===== src/rtl/pkt_ep_pkg.sv =====
package pkt_ep_pkg;
   localparam int unsigned WORD_W = 16;

   localparam logic [2:0] ADR_TXDATA = 3'd0;
   localparam logic [2:0] ADR_CTRL   = 3'd1;
   localparam logic [2:0] ADR_RXDATA = 3'd2;
   localparam logic [2:0] ADR_STATUS = 3'd3;
   localparam logic [2:0] ADR_OWN    = 3'd4;
   localparam logic [2:0] ADR_PEER   = 3'd5;
   localparam logic [2:0] ADR_IRQ    = 3'd6;

   localparam int CTL_RXEN  = 12;
   localparam int CTL_FLUSH = 15;

   localparam int ST_BUILD   = 0;
   localparam int ST_SEND    = 1;
   localparam int ST_FULL    = 2;
   localparam int ST_TXERR   = 3;
   localparam int ST_RXTMO   = 4;
   localparam int ST_STTMO   = 5;
   localparam int ST_RDTMO   = 6;
   localparam int ST_DIST    = 7;
   localparam int ST_LEN     = 8;
   localparam int ST_FCNT    = 9;
   localparam int ST_FCS     = 10;
   localparam int ST_DROP    = 11;
   localparam int ST_LAST    = 12;
   localparam int ST_FIRST   = 13;
   localparam int ST_AVAIL   = 15;

   localparam logic [15:0] STICKY_MASK = 16'h0FF8;

   localparam int IE_LO     = 5;
   localparam int IE_HI     = 8;
   localparam int IP_TXDONE = 9;
   localparam int IP_RXPKT  = 10;

   typedef struct packed {
      logic              first;
      logic              last;
      logic [WORD_W-1:0] data;
   } ep_word_t;
endpackage


===== src/rtl/ep_tx_path.sv =====
module ep_tx_path
   import pkt_ep_pkg::*;
#(
   parameter int unsigned DEPTH = 16
) (
   input  logic              clk,
   input  logic              rst_n,
   input  logic              push,
   input  logic [WORD_W-1:0] push_data,
   input  logic              flush,
   output logic              building,
   output logic              sending,
   output logic              full,
   output logic              idle_empty,
   output logic              push_err,
   output logic              done,
   output logic              out_valid,
   input  logic              out_ready,
   output logic [WORD_W-1:0] out_data,
   output logic              out_sop,
   output logic              out_eop
);
   localparam int unsigned AW = $clog2(DEPTH);
   localparam logic [AW:0] DEPTH_P = (AW+1)'(DEPTH);

   logic [WORD_W-1:0] mem [DEPTH];
   logic [AW:0]       wr_q, rd_q;
   logic              send_q;
   logic [1:0]        idx_q;
   logic [7:0]        pkt_ctr_q;
   logic              err_q, done_q;

   logic empty, push_ok, start, xfer, at_last;
   logic [WORD_W-1:0] head;

   assign empty   = (wr_q == rd_q);
   assign full    = ((wr_q - rd_q) == DEPTH_P);
   assign push_ok = push && !full && !send_q;
   assign start   = flush && !send_q && !empty;
   assign xfer    = send_q && out_ready;
   assign at_last = ((rd_q + 1'b1) == wr_q);
   assign head    = mem[rd_q[AW-1:0]];

   always_ff @(posedge clk) begin
      if (push_ok) mem[wr_q[AW-1:0]] <= push_data;
   end

   always_ff @(posedge clk or negedge rst_n) begin
      if (!rst_n) begin
         wr_q      <= '0;
         rd_q      <= '0;
         send_q    <= 1'b0;
         idx_q     <= '0;
         pkt_ctr_q <= '0;
         err_q     <= 1'b0;
         done_q    <= 1'b0;
      end else begin
         err_q  <= push && !push_ok;
         done_q <= 1'b0;
         if (push_ok) wr_q <= wr_q + 1'b1;
         if (start) begin
            send_q <= 1'b1;
            idx_q  <= '0;
         end
         if (xfer) begin
            rd_q <= rd_q + 1'b1;
            if (idx_q != 2'd3) idx_q <= idx_q + 1'b1;
            if (at_last) begin
               send_q    <= 1'b0;
               done_q    <= 1'b1;
               pkt_ctr_q <= pkt_ctr_q + 8'd1;
            end
         end
      end
   end

   always_comb begin
      out_data = '0;
      if (send_q) begin
         out_data = head;
         if (idx_q == 2'd2) out_data[7:0] = pkt_ctr_q;
      end
   end

   assign out_valid  = send_q;
   assign out_sop    = send_q && (idx_q == 2'd0);
   assign out_eop    = send_q && at_last;
   assign building   = !empty && !send_q;
   assign sending    = send_q;
   assign idle_empty = empty && !send_q;
   assign push_err   = err_q;
   assign done       = done_q;
endmodule


===== src/rtl/ep_rx_path.sv =====
module ep_rx_path
   import pkt_ep_pkg::*;
#(
   parameter int unsigned DEPTH = 32
) (
   input  logic              clk,
   input  logic              rst_n,
   input  logic              en,
   input  logic              in_valid,
   input  logic [WORD_W-1:0] in_data,
   input  logic              in_sop,
   input  logic              in_eop,
   input  logic              pop,
   output logic [WORD_W-1:0] head_data,
   output logic              head_first,
   output logic              head_last,
   output logic              avail,
   output logic              ev_pkt,
   output logic              err_len,
   output logic              err_drop,
   output logic              err_fc
);
   localparam int unsigned AW = $clog2(DEPTH);
   localparam logic [AW:0] DEPTH_P = (AW+1)'(DEPTH);

   ep_word_t    mem [DEPTH];
   logic [AW:0] wr_q, cm_q, rd_q;
   logic        acc_q, ovf_q, have_prev_q;
   logic [15:0] cnt_q, len_q;
   logic [7:0]  bc_q, prev_bc_q;
   logic        ev_q, len_err_q, drop_q, fc_q;

   logic        take, room, ovf_now, do_write, fin, good, inc_ok;
   logic [AW:0] wbase;
   logic [15:0] cnt_now, len_now;
   logic [7:0]  bc_now, bc_diff;
   logic [16:0] total, need;
   ep_word_t    head;

   assign take     = in_valid && (in_sop ? en : acc_q);
   assign wbase    = in_sop ? cm_q : wr_q;
   assign room     = ((wbase - rd_q) != DEPTH_P);
   assign ovf_now  = in_sop ? !room : (ovf_q || !room);
   assign do_write = take && !ovf_now;
   assign cnt_now  = in_sop ? 16'd0 : cnt_q;
   assign len_now  = (cnt_now == 16'd3) ? in_data : len_q;
   assign bc_now   = (cnt_now == 16'd2) ? in_data[7:0] : bc_q;
   assign total    = {1'b0, cnt_now} + 17'd1;
   assign need     = 17'd4 + (({1'b0, len_now} + 17'd1) >> 1);
   assign fin      = take && in_eop;
   assign good     = fin && !ovf_now && (total == need);
   assign bc_diff  = bc_now - prev_bc_q;
   assign inc_ok   = (bc_diff != 8'd0) && !bc_diff[7];
   assign avail    = (cm_q != rd_q);
   assign head     = mem[rd_q[AW-1:0]];

   always_ff @(posedge clk) begin
      if (do_write) mem[wbase[AW-1:0]] <= '{first: in_sop, last: in_eop, data: in_data};
   end

   always_ff @(posedge clk or negedge rst_n) begin
      if (!rst_n) begin
         wr_q        <= '0;
         cm_q        <= '0;
         rd_q        <= '0;
         acc_q       <= 1'b0;
         ovf_q       <= 1'b0;
         have_prev_q <= 1'b0;
         cnt_q       <= '0;
         len_q       <= '0;
         bc_q        <= '0;
         prev_bc_q   <= '0;
         ev_q        <= 1'b0;
         len_err_q   <= 1'b0;
         drop_q      <= 1'b0;
         fc_q        <= 1'b0;
      end else begin
         ev_q      <= good;
         len_err_q <= fin && !ovf_now && (total != need);
         drop_q    <= fin && ovf_now;
         fc_q      <= good && have_prev_q && !inc_ok;
         if (in_valid && in_sop && !en) begin
            acc_q <= 1'b0;
            wr_q  <= cm_q;
         end
         if (take) begin
            acc_q <= !in_eop;
            ovf_q <= ovf_now;
            cnt_q <= (cnt_now == 16'hFFFF) ? cnt_now : cnt_now + 16'd1;
            len_q <= len_now;
            bc_q  <= bc_now;
            wr_q  <= do_write ? wbase + 1'b1 : wbase;
            if (fin) begin
               if (good) begin
                  cm_q        <= wbase + 1'b1;
                  have_prev_q <= 1'b1;
                  prev_bc_q   <= bc_now;
               end else begin
                  wr_q <= cm_q;
               end
            end
         end
         if (pop && avail) rd_q <= rd_q + 1'b1;
      end
   end

   assign head_data  = avail ? head.data : '0;
   assign head_first = avail && head.first;
   assign head_last  = avail && head.last;
   assign ev_pkt     = ev_q;
   assign err_len    = len_err_q;
   assign err_drop   = drop_q;
   assign err_fc     = fc_q;
endmodule


===== src/rtl/ep_status_irq.sv =====
module ep_status_irq
   import pkt_ep_pkg::*;
#(
   parameter logic [15:0] MASK    = STICKY_MASK,
   parameter bit          REG_OUT = 1'b0
) (
   input  logic        clk,
   input  logic        rst_n,
   input  logic [15:0] set_vec,
   input  logic [15:0] clr_vec,
   input  logic        ie_wr,
   input  logic [15:0] ie_wdata,
   input  logic        ev_txdone,
   input  logic        ev_rxpkt,
   input  logic        live_txfree,
   input  logic        live_rxavail,
   output logic [15:0] sticky,
   output logic [3:0]  ie_q,
   output logic        pend_tx,
   output logic        pend_rx,
   output logic        irq
);
   for (genvar i = 0; i < 16; i++) begin : g_flag
      if (MASK[i]) begin : g_ff
         logic b_q;
         always_ff @(posedge clk or negedge rst_n) begin
            if (!rst_n)          b_q <= 1'b0;
            else if (set_vec[i]) b_q <= 1'b1;
            else if (clr_vec[i]) b_q <= 1'b0;
         end
         assign sticky[i] = b_q;
      end else begin : g_tie
         assign sticky[i] = 1'b0;
      end
   end

   always_ff @(posedge clk or negedge rst_n) begin
      if (!rst_n) begin
         ie_q    <= '0;
         pend_tx <= 1'b0;
         pend_rx <= 1'b0;
      end else begin
         if (ie_wr) ie_q <= ie_wdata[IE_HI:IE_LO];
         pend_tx <= ev_txdone || (pend_tx && !(ie_wr && ie_wdata[IP_TXDONE]));
         pend_rx <= ev_rxpkt  || (pend_rx && !(ie_wr && ie_wdata[IP_RXPKT]));
      end
   end

   logic irq_c;
   assign irq_c = |(ie_q & {live_rxavail, pend_rx, pend_tx, live_txfree});

   if (REG_OUT) begin : g_irq_ff
      logic irq_q;
      always_ff @(posedge clk or negedge rst_n) begin
         if (!rst_n) irq_q <= 1'b0;
         else        irq_q <= irq_c;
      end
      assign irq = irq_q;
   end else begin : g_irq_comb
      assign irq = irq_c;
   end
endmodule


===== src/rtl/pkt_ep_regs.sv =====
module pkt_ep_regs
   import pkt_ep_pkg::*;
#(
   parameter int unsigned TX_DEPTH       = 16,
   parameter int unsigned RX_DEPTH       = 32,
   parameter bit          IRQ_REGISTERED = 1'b0
) (
   input  logic        clk,
   input  logic        rst_n,
   input  logic        bus_wr,
   input  logic        bus_rd,
   input  logic [2:0]  bus_addr,
   input  logic [15:0] bus_wdata,
   output logic [15:0] bus_rdata,
   output logic        net_tx_valid,
   input  logic        net_tx_ready,
   output logic [15:0] net_tx_data,
   output logic        net_tx_sop,
   output logic        net_tx_eop,
   input  logic        net_rx_valid,
   input  logic [15:0] net_rx_data,
   input  logic        net_rx_sop,
   input  logic        net_rx_eop,
   input  logic        flt_rx_timeout,
   input  logic        flt_store_timeout,
   input  logic        flt_read_timeout,
   input  logic        flt_dist,
   input  logic        flt_fcs,
   output logic [15:0] own_addr,
   output logic [15:0] peer_addr,
   output logic        irq
);
   if (TX_DEPTH < 2 || (TX_DEPTH & (TX_DEPTH - 1)) != 0) begin : g_bad_tx
      $error("TX_DEPTH must be a power of two of at least 2");
   end
   if (RX_DEPTH < 8 || (RX_DEPTH & (RX_DEPTH - 1)) != 0) begin : g_bad_rx
      $error("RX_DEPTH must be a power of two of at least 8");
   end

   logic wr_txd, wr_ctl, wr_st, wr_own, wr_peer, wr_ie, rd_rxd;
   assign wr_txd  = bus_wr && (bus_addr == ADR_TXDATA);
   assign wr_ctl  = bus_wr && (bus_addr == ADR_CTRL);
   assign wr_st   = bus_wr && (bus_addr == ADR_STATUS);
   assign wr_own  = bus_wr && (bus_addr == ADR_OWN);
   assign wr_peer = bus_wr && (bus_addr == ADR_PEER);
   assign wr_ie   = bus_wr && (bus_addr == ADR_IRQ);
   assign rd_rxd  = bus_rd && (bus_addr == ADR_RXDATA);

   logic        rx_en_q;
   logic [15:0] own_q, peer_q;

   always_ff @(posedge clk or negedge rst_n) begin
      if (!rst_n) begin
         rx_en_q <= 1'b0;
         own_q   <= '0;
         peer_q  <= '0;
      end else begin
         if (wr_ctl)  rx_en_q <= bus_wdata[CTL_RXEN];
         if (wr_own)  own_q   <= bus_wdata;
         if (wr_peer) peer_q  <= bus_wdata;
      end
   end

   logic tx_building, tx_sending, tx_full, tx_free, tx_err, tx_done;

   ep_tx_path #(.DEPTH(TX_DEPTH)) i_tx (
      .clk       (clk),
      .rst_n     (rst_n),
      .push      (wr_txd),
      .push_data (bus_wdata),
      .flush     (wr_ctl && bus_wdata[CTL_FLUSH]),
      .building  (tx_building),
      .sending   (tx_sending),
      .full      (tx_full),
      .idle_empty(tx_free),
      .push_err  (tx_err),
      .done      (tx_done),
      .out_valid (net_tx_valid),
      .out_ready (net_tx_ready),
      .out_data  (net_tx_data),
      .out_sop   (net_tx_sop),
      .out_eop   (net_tx_eop)
   );

   logic [15:0] rx_head;
   logic        rx_first, rx_last, rx_avail, rx_ev, rx_len_err, rx_drop, rx_fc;

   ep_rx_path #(.DEPTH(RX_DEPTH)) i_rx (
      .clk       (clk),
      .rst_n     (rst_n),
      .en        (rx_en_q),
      .in_valid  (net_rx_valid),
      .in_data   (net_rx_data),
      .in_sop    (net_rx_sop),
      .in_eop    (net_rx_eop),
      .pop       (rd_rxd),
      .head_data (rx_head),
      .head_first(rx_first),
      .head_last (rx_last),
      .avail     (rx_avail),
      .ev_pkt    (rx_ev),
      .err_len   (rx_len_err),
      .err_drop  (rx_drop),
      .err_fc    (rx_fc)
   );

   logic [15:0] set_vec, sticky;
   logic [3:0]  ie_q;
   logic        pend_tx, pend_rx;

   always_comb begin
      set_vec           = '0;
      set_vec[ST_TXERR] = tx_err;
      set_vec[ST_RXTMO] = flt_rx_timeout;
      set_vec[ST_STTMO] = flt_store_timeout;
      set_vec[ST_RDTMO] = flt_read_timeout;
      set_vec[ST_DIST]  = flt_dist;
      set_vec[ST_LEN]   = rx_len_err;
      set_vec[ST_FCNT]  = rx_fc;
      set_vec[ST_FCS]   = flt_fcs;
      set_vec[ST_DROP]  = rx_drop;
   end

   ep_status_irq #(.MASK(STICKY_MASK), .REG_OUT(IRQ_REGISTERED)) i_stat (
      .clk         (clk),
      .rst_n       (rst_n),
      .set_vec     (set_vec),
      .clr_vec     (wr_st ? bus_wdata : 16'h0000),
      .ie_wr       (wr_ie),
      .ie_wdata    (bus_wdata),
      .ev_txdone   (tx_done),
      .ev_rxpkt    (rx_ev),
      .live_txfree (tx_free),
      .live_rxavail(rx_avail),
      .sticky      (sticky),
      .ie_q        (ie_q),
      .pend_tx     (pend_tx),
      .pend_rx     (pend_rx),
      .irq         (irq)
   );

   logic [15:0] stat_view;
   always_comb begin
      stat_view           = sticky & STICKY_MASK;
      stat_view[ST_BUILD] = tx_building;
      stat_view[ST_SEND]  = tx_sending;
      stat_view[ST_FULL]  = tx_full;
      stat_view[ST_LAST]  = rx_last;
      stat_view[ST_FIRST] = rx_first;
      stat_view[ST_AVAIL] = rx_avail;
   end

   always_comb begin
      bus_rdata = '0;
      case (bus_addr)
         ADR_CTRL:   bus_rdata[CTL_RXEN] = rx_en_q;
         ADR_RXDATA: bus_rdata = rx_head;
         ADR_STATUS: bus_rdata = stat_view;
         ADR_OWN:    bus_rdata = own_q;
         ADR_PEER:   bus_rdata = peer_q;
         ADR_IRQ:    bus_rdata = {5'b0, pend_rx, pend_tx, ie_q, 5'b0};
         default:    bus_rdata = '0;
      endcase
   end

   assign own_addr  = own_q;
   assign peer_addr = peer_q;
endmodule


===== config.mk =====
export PLATFORM = sky130hd
export DESIGN_NAME = pkt_ep_regs
export DESIGN_NICKNAME = d
export VERILOG_FILES = /design/src/rtl/pkt_ep_pkg.sv /design/src/rtl/ep_tx_path.sv /design/src/rtl/ep_rx_path.sv /design/src/rtl/ep_status_irq.sv /design/src/rtl/pkt_ep_regs.sv
export SDC_FILE = /design/constraint.sdc
export NUM_CORES = 1
export LEC_CHECK = 0
export BUFFER_PORTS_ARGS = -buffer_cell sky130_fd_sc_hd__buf_2
export CAP_MARGIN = 30
export CORE_MARGIN = 5
export CORE_UTILIZATION = 46
export CTS_CLUSTER_SIZE = 24
export DETAILED_ROUTE_END_ITERATION = 8
export GPL_TIMING_DRIVEN = 0
export PLACE_DENSITY = 0.74
export SLEW_MARGIN = 40
export SYNTH_ARGS = -nofsm -noshare
export SYNTH_HDL_FRONTEND = slang
export SYNTH_SLANG_ARGS = --single-unit

===== constraint.sdc =====
create_clock -name clk -period 5.1 [get_ports clk]
set_input_delay 0.51 -clock clk [delete_from_list [all_inputs] [get_ports clk]]
set_output_delay 0.51 -clock clk [all_outputs]
set_load 0.005 [all_outputs]

==> metrics.txt, run 1 <==
Root Buffer clkbuf_16; CTS tree yes; sequential share of the synthesized area 68.26%; initial antenna violation count 6; Rows 110; Worst Hold Class in -> reg; VDD IR max approximately 0.00032 V; worst-skew pair later-pin latency 0.69 ns; DR iter-0 viols 2884; hold violation total from the final report 0; Mapped Nets 2441; Die Ht around 310 microns; Crit. End Element output port; Max-cap violations 0; Synth area leaders edfxtp_1, mux4_2, dfrtp_1, mux2_2, xnor2_1; final setup fails 0; H-tree levels 3; layout cells sized above 1 31.26%; Seq cells post-synth 976; setup TNS 0 ns; Vias/cell 6.106; leading cell types in the layout, fill and taps excluded edfxtp_1, mux4_2, dfrtp_1, nand2_1, buf_2; Synth top area share between 50% and 60%; CP Class reg -> out; Synth Flop Type edfxtp_1; # DRC 0; CP arrival 4.48 ns; GPL Wtd Cong about 0.9; pin count of the biggest net entering global routing 62; via count between 20k and 25k; ys async rst share between 10% and 20%; area leader, netlist edfxtp_1; Leak 0.01667 uW; First-pass DRT Iterations 6; first-pass GRT wire length 163.8 mm; Antenna Nets Post-Route 0; area of the core 90150 sq um; power per standard cell area 492.0 nW/um^2; Area growth, synth to finish 16.83%; die area a little under 100000 sq um; GRT overflow 0; Clock Skew about 0.039 ns; status complete, no violations; clk sink count between 900 and 1k; clk buf depth 3; startpoint types flop; relative slew slack 38.27%; Nets between 2k and 3k; critical path required time approximately 4.6 ns; Initial Util 46.46%; synth unique cells roughly 90; vias in the first global route between 20k and 25k; final worst-path cycle share between 90% and 100%; Syn Inst Count between 2k and 2.5k; Worst-Margin Slew between 0.9 and 1 ns; Mean Syn Cell Area roughly 18 sq um; Die Width 311.7 microns; Max Fclk ~200 MHz; Routed Wire Length between 100 and 150 mm; worst hold slack 0.1277 ns; wire per inst 28.49 microns; minimum clock period 4.987 ns; global-route usage over all layers between 20% and 30%; Critical Path Fanout Max 10; Max Slew Vio Count 0; unrepaired setup endpoints after global routing yes; cell area after synthesis about 42000 sq um; yosys warns 0; total CTS buffers 97; most common cell after layout, fill and taps aside edfxtp_1; Ports about 120; hpwl dp approximately 72 mm; IO Port Bufs 113; EDFF count, synth around 830; CTS clk-pin slew, worst paths approximately 0.06 ns
-- cells in the mapped netlist (35+ instances only) --
cell type    n
and2_1      35
a21oi_1     39
xnor2_1     68
nor2_1      95
inv_1       44
nand2_1    142
clkbuf_1    61
o21ai_0     39
mux2i_1     59
mux2_2      63
mux4_2     260
dfrtp_1    144
edfxtp_1   832
buf_1       37
-- power breakdown --
group / internal, uW / switching (uW) / total, uW / leakage, uW
Sequential: 8970 / 310 / 9280 / 0.00929
Clock: 4320 / 3160 / 7480 / 0.00164
Combinational: 3320 / 3990 / 7320 / 0.00574
Total: 16600 / 7470 / 24100 / 0.0167
-- registers in the layout, summed over array words and instances (netlist names), 9 cells and up --
signal                  flops
i_rx.mem                  576
peer_addr                  16
i_rx.len_q                 16
i_rx.cnt_q                 16
i_tx.mem                  256
i_stat.g_flag.g_ff.b_q      9
own_addr                   16
-- through the flow --
step	instances	util [%]	area (sq um)	total power (uW)	worst slack, ns
final	3891	54.27	48930	24070	0.1130
after global routing	3889	54.27	48920	25010	-0.03396
after CTS	3875	53.98	48660	24060	-0.07811
after detailed placement	3682	50.01	45080	16490	-1.641
after global placement	3647	48.87	44060	16290	-1.676
after floorplan	2358	-	42020	14050	-0.02715
-- per-layer routing --
metal / global-route usage [%] / share of wire [%] / up-vias
li1: - / - / 9982
met5: 0 / 0.024 / -
met4: 7.725 / 3.9 / 4
met1: 29.93 / 38 / 12223
met2: 37.24 / 49 / 1283
met3: 5.263 / 9.4 / 266
-- worst max-delay path, stage by stage, from the launching register on --
cell and delay (ns):
dfrtp_1 0.39, clkbuf_1 0.26, clkbuf_1 0.53, buf_2 0.47, mux4_2 0.59, mux4_2 0.55, mux2i_1 0.55, o221ai_1 0.28
buf_2 0.19
-- area by class of cell --
class                   instances  area, sq um
clock buffers                 118         2536
multi-input cells            1209        13050
fillers                      6662        41220
repair buffers                175         1524
well taps                    1176         1471
plain buffers                 122        732.0
clock inverters                66        839.6
flip-flops and latches        976        28590
diodes                          2        5.005
inverters                      47        180.2
-- cell families (layout without fill, tap and decap cells) --
kind of cell,after synthesis,in the layout,synth area share [%]
AOI/OAI and AO/OA,215,215,3.564
xor gates and xnor gates,93,93,1.981
adders and majority gates,35,35,1.064
buffers and inverters,173,528,1.772
DFF,976,976,68.26
muxes,389,389,17.35
other,0,2,0
and+or+nand+nor,477,477,6.014
-- path summary, 6_finish.rpt --
kind                                  start                         to  slack [ns]  cells after the start
min reg2reg                    i_rx.err_len  i_stat.g_flag[8].g_ff.b_q        0.41                      1
max reg2reg                   i_rx.cnt_q[1]               i_rx.wr_q[4]        0.18                     22
min                        flt_read_timeout  i_stat.g_flag[6].g_ff.b_q        0.13                      2
min in group asynchronous             rst_n                own_addr[5]        0.28                      2
max in group asynchronous             rst_n             i_rx.len_q[12]        3.88                      4
max                            i_rx.rd_q[0]               bus_rdata[7]        0.11                      8
-- what timing repair did --
item | CTS | global route
endpoints found under the hold margin | 73 | 0
gates cloned | 0 | 0
resized for setup | 24 | 35
buffers inserted | 8 | 15
pin swaps | 10 | 10
endpoints found under the setup margin | 539 | 499
hold buffers | 3 | 0
(Power assumes the default switching activity.)
==> run 2, diff against run 1 <==
- RECOVER_POWER: default -> 100
==> metrics.txt, run 2 (same netlist as run 1, synthesis figures left out) <==
relative slew slack -45.96% (-84 points); GPL Wtd Cong 0.9029 (unchanged); final instance area 48460 sq um (-0.95%); clk buf depth 3 (unchanged); wire per inst 28.48 microns (about the same); first-pass GRT wire length 163.8 mm (unchanged); pin count of the biggest net entering global routing 62 (unchanged); Crit. End Element output port; CP Buf/Inv Count 4 (unchanged); hold violation total from the final report 0 (unchanged); FF-to-FF path depth 19 (-14%); H-tree levels 3 (unchanged); M1 GR Usage 29.93% (unchanged); most common cell after layout, fill and taps aside edfxtp_1; area of the core 90150 sq um (unchanged); crit path to bus_rdata[11]; via count 23.81k (+0.22%); Max Fclk 200.0 MHz (-0.27%); Clock Skew 0.03562 ns (-0.003231 ns); CP max stage delay 0.59 ns (about the same); CTS clk-pin slew, worst paths 0.06 ns (about the same); Antenna Nets Post-Route 0 (unchanged); global-route usage over all layers 22.58% (unchanged); Die Width 311.7 microns (unchanged); die area 97180 sq um (unchanged); met3 global-route usage 5.263% (unchanged); Leak 0.01642 uW (-1.5%); CP Class reg -> out; vias in the first global route 24.19k (unchanged); placed insts 3682 (unchanged); # DRC 0 (unchanged); Slowest cell on crit path mux4_2; initial antenna violation count 4 (-2); GRT met2 Usage 37.24% (unchanged); Worst-Margin Slew 2.189 ns (+1.264 ns); setup slack after layout 0.09971 ns (-0.01333 ns); hpwl dp 72.38 mm (unchanged); Root Buffer clkbuf_16; CP Depth 8 (unchanged); gr busiest metal met2; First-pass DRT Iterations 5 (-1); Nets 2711 (unchanged); worst-skew pair later-pin latency 0.68 ns (about the same); IO Port Bufs 113 (unchanged); post-place setup slack -1.641 ns (unchanged); failing checks capacitance limit, slew limit; Area growth, synth to finish 15.71%; VDD IR max 0.0003107 V (-4.0%); minimum clock period 5.000 ns (+0.01333 ns); total CTS buffers 97 (unchanged); Placed Area 45080 sq um (unchanged); Filler Cell Count 6754 (+1.4%); GRT overflow 0 (unchanged); R2R Setup Slk 0.1 ns (-0.08 ns); setup TNS 0 ns (unchanged); Vias/cell 6.118 (+0.19%); max reg flops 576 (unchanged); critical path required time 4.59 ns (about the same); final std cells w/o fill 3892 (+0.026%); R2R Path Start i_rx.cnt_q[11]; clk sink count 976 (unchanged); Rows 110 (unchanged); Initial Util 46.46% (unchanged); status finished with violations; startpoint types flop; final worst-path cycle share 98.04% (+0.26 points); Max Slew Vio Count 539 (+539); r2r endpoint i_rx.wr_q[4]; Worst Hold Class in -> reg; layout cells sized above 1 28.09% (-3.2 points); Critical Path Start i_rx.rd_q[0]; Critical Path Fanout Max 10 (unchanged); cell family with most CP delay multiplexers; crit-path cells clkbuf_1 -> clkbuf_1 -> buf_2 -> mux4_2 -> mux4_2 -> mux2i_1 -> o221ai_1 -> buf_2; Die Ht 311.7 microns (unchanged); power per standard cell area 495.8 nW/um^2 (+0.77%); Ports 116 (unchanged); final setup fails 0 (unchanged); Routed Wire Length 110.8 mm (about the same); CTS tree yes; DR iter-0 viols 2748 (-4.7%); leading cell types in the layout, fill and taps excluded edfxtp_1, mux4_2, dfrtp_1, nand2_1, clkbuf_1; post-layout util 53.76% (-0.52 points); CP arrival 4.49 ns (about the same); Max-cap violations 14 (+14); unrepaired setup endpoints after global routing yes
[run 2: cell type report]
| class | instances | area, sq um | area share, % |
|---|---|---|---|
| plain buffers | 122 | 726.9 | 1.500 |
| repair buffers | 175 | 1272 | 2.626 |
| diodes | 3 | 7.507 | 0.01549 |
| clock inverters | 66 | 839.6 | 1.732 |
| inverters | 47 | 177.7 | 0.3666 |
| multi-input cells | 1209 | 12840 | 26.49 |
| well taps | 1176 | 1471 | 3.036 |
| clock buffers | 118 | 2536 | 5.233 |
| flip-flops and latches | 976 | 28590 | 59.00 |
[run 2: how the worst min path moves through the flow]
stage / startpoint / endpoint / slack (ns) / cells past startpoint
6_report: net_rx_valid / i_rx.acc_q / 0.12 / 2
5_1_grt: flt_store_timeout / i_stat.g_flag[5].g_ff.b_q / 0.10 / 2
4_1_cts: flt_read_timeout / i_stat.g_flag[6].g_ff.b_q / 0.08 / 2
3_5_place_dp: rst_n / own_addr[5] / 0.39 / 1
3_3_place_gp: i_tx.done / i_stat.pend_tx / 0.42 / 1
2_1_floorplan: rst_n / i_rx.acc_q / 0.21 / 0
[run 2: where the power goes]
group / switching, uW / internal [uW]
Combinational: 3990 / 3290
Sequential: 309 / 8970
Clock: 3160 / 4320
Total: 7450 / 16600
[run 2: per-layer routing]
| metal | routed length [microns] | vias to the layer above |
|---|---|---|
| met5 | 10 | - |
| met3 | 10290 | 270 |
| met1 | 42130 | 12259 |
| met2 | 53740 | 1293 |
| met4 | 4655 | 2 |
| li1 | - | 9986 |
[run 2: what timing repair did]
action | in CTS | in global routing
gates resized for setup | 24 | 35
setup buffers | 8 | 15
endpoints found under the hold margin | 73 | 0
hold buffers | 3 | 0
setup endpoints to repair | 539 | 499
pin swaps | 10 | 10
[run 2: through the flow]
stage               hold WS [ns]  total power, uW
finish                    0.1217            24030
floorplan                 0.2144            14050
detailed placement        0.3855            16490
global route              0.1006            24970
CTS                      0.08245            24060
global placement          0.4198            16290
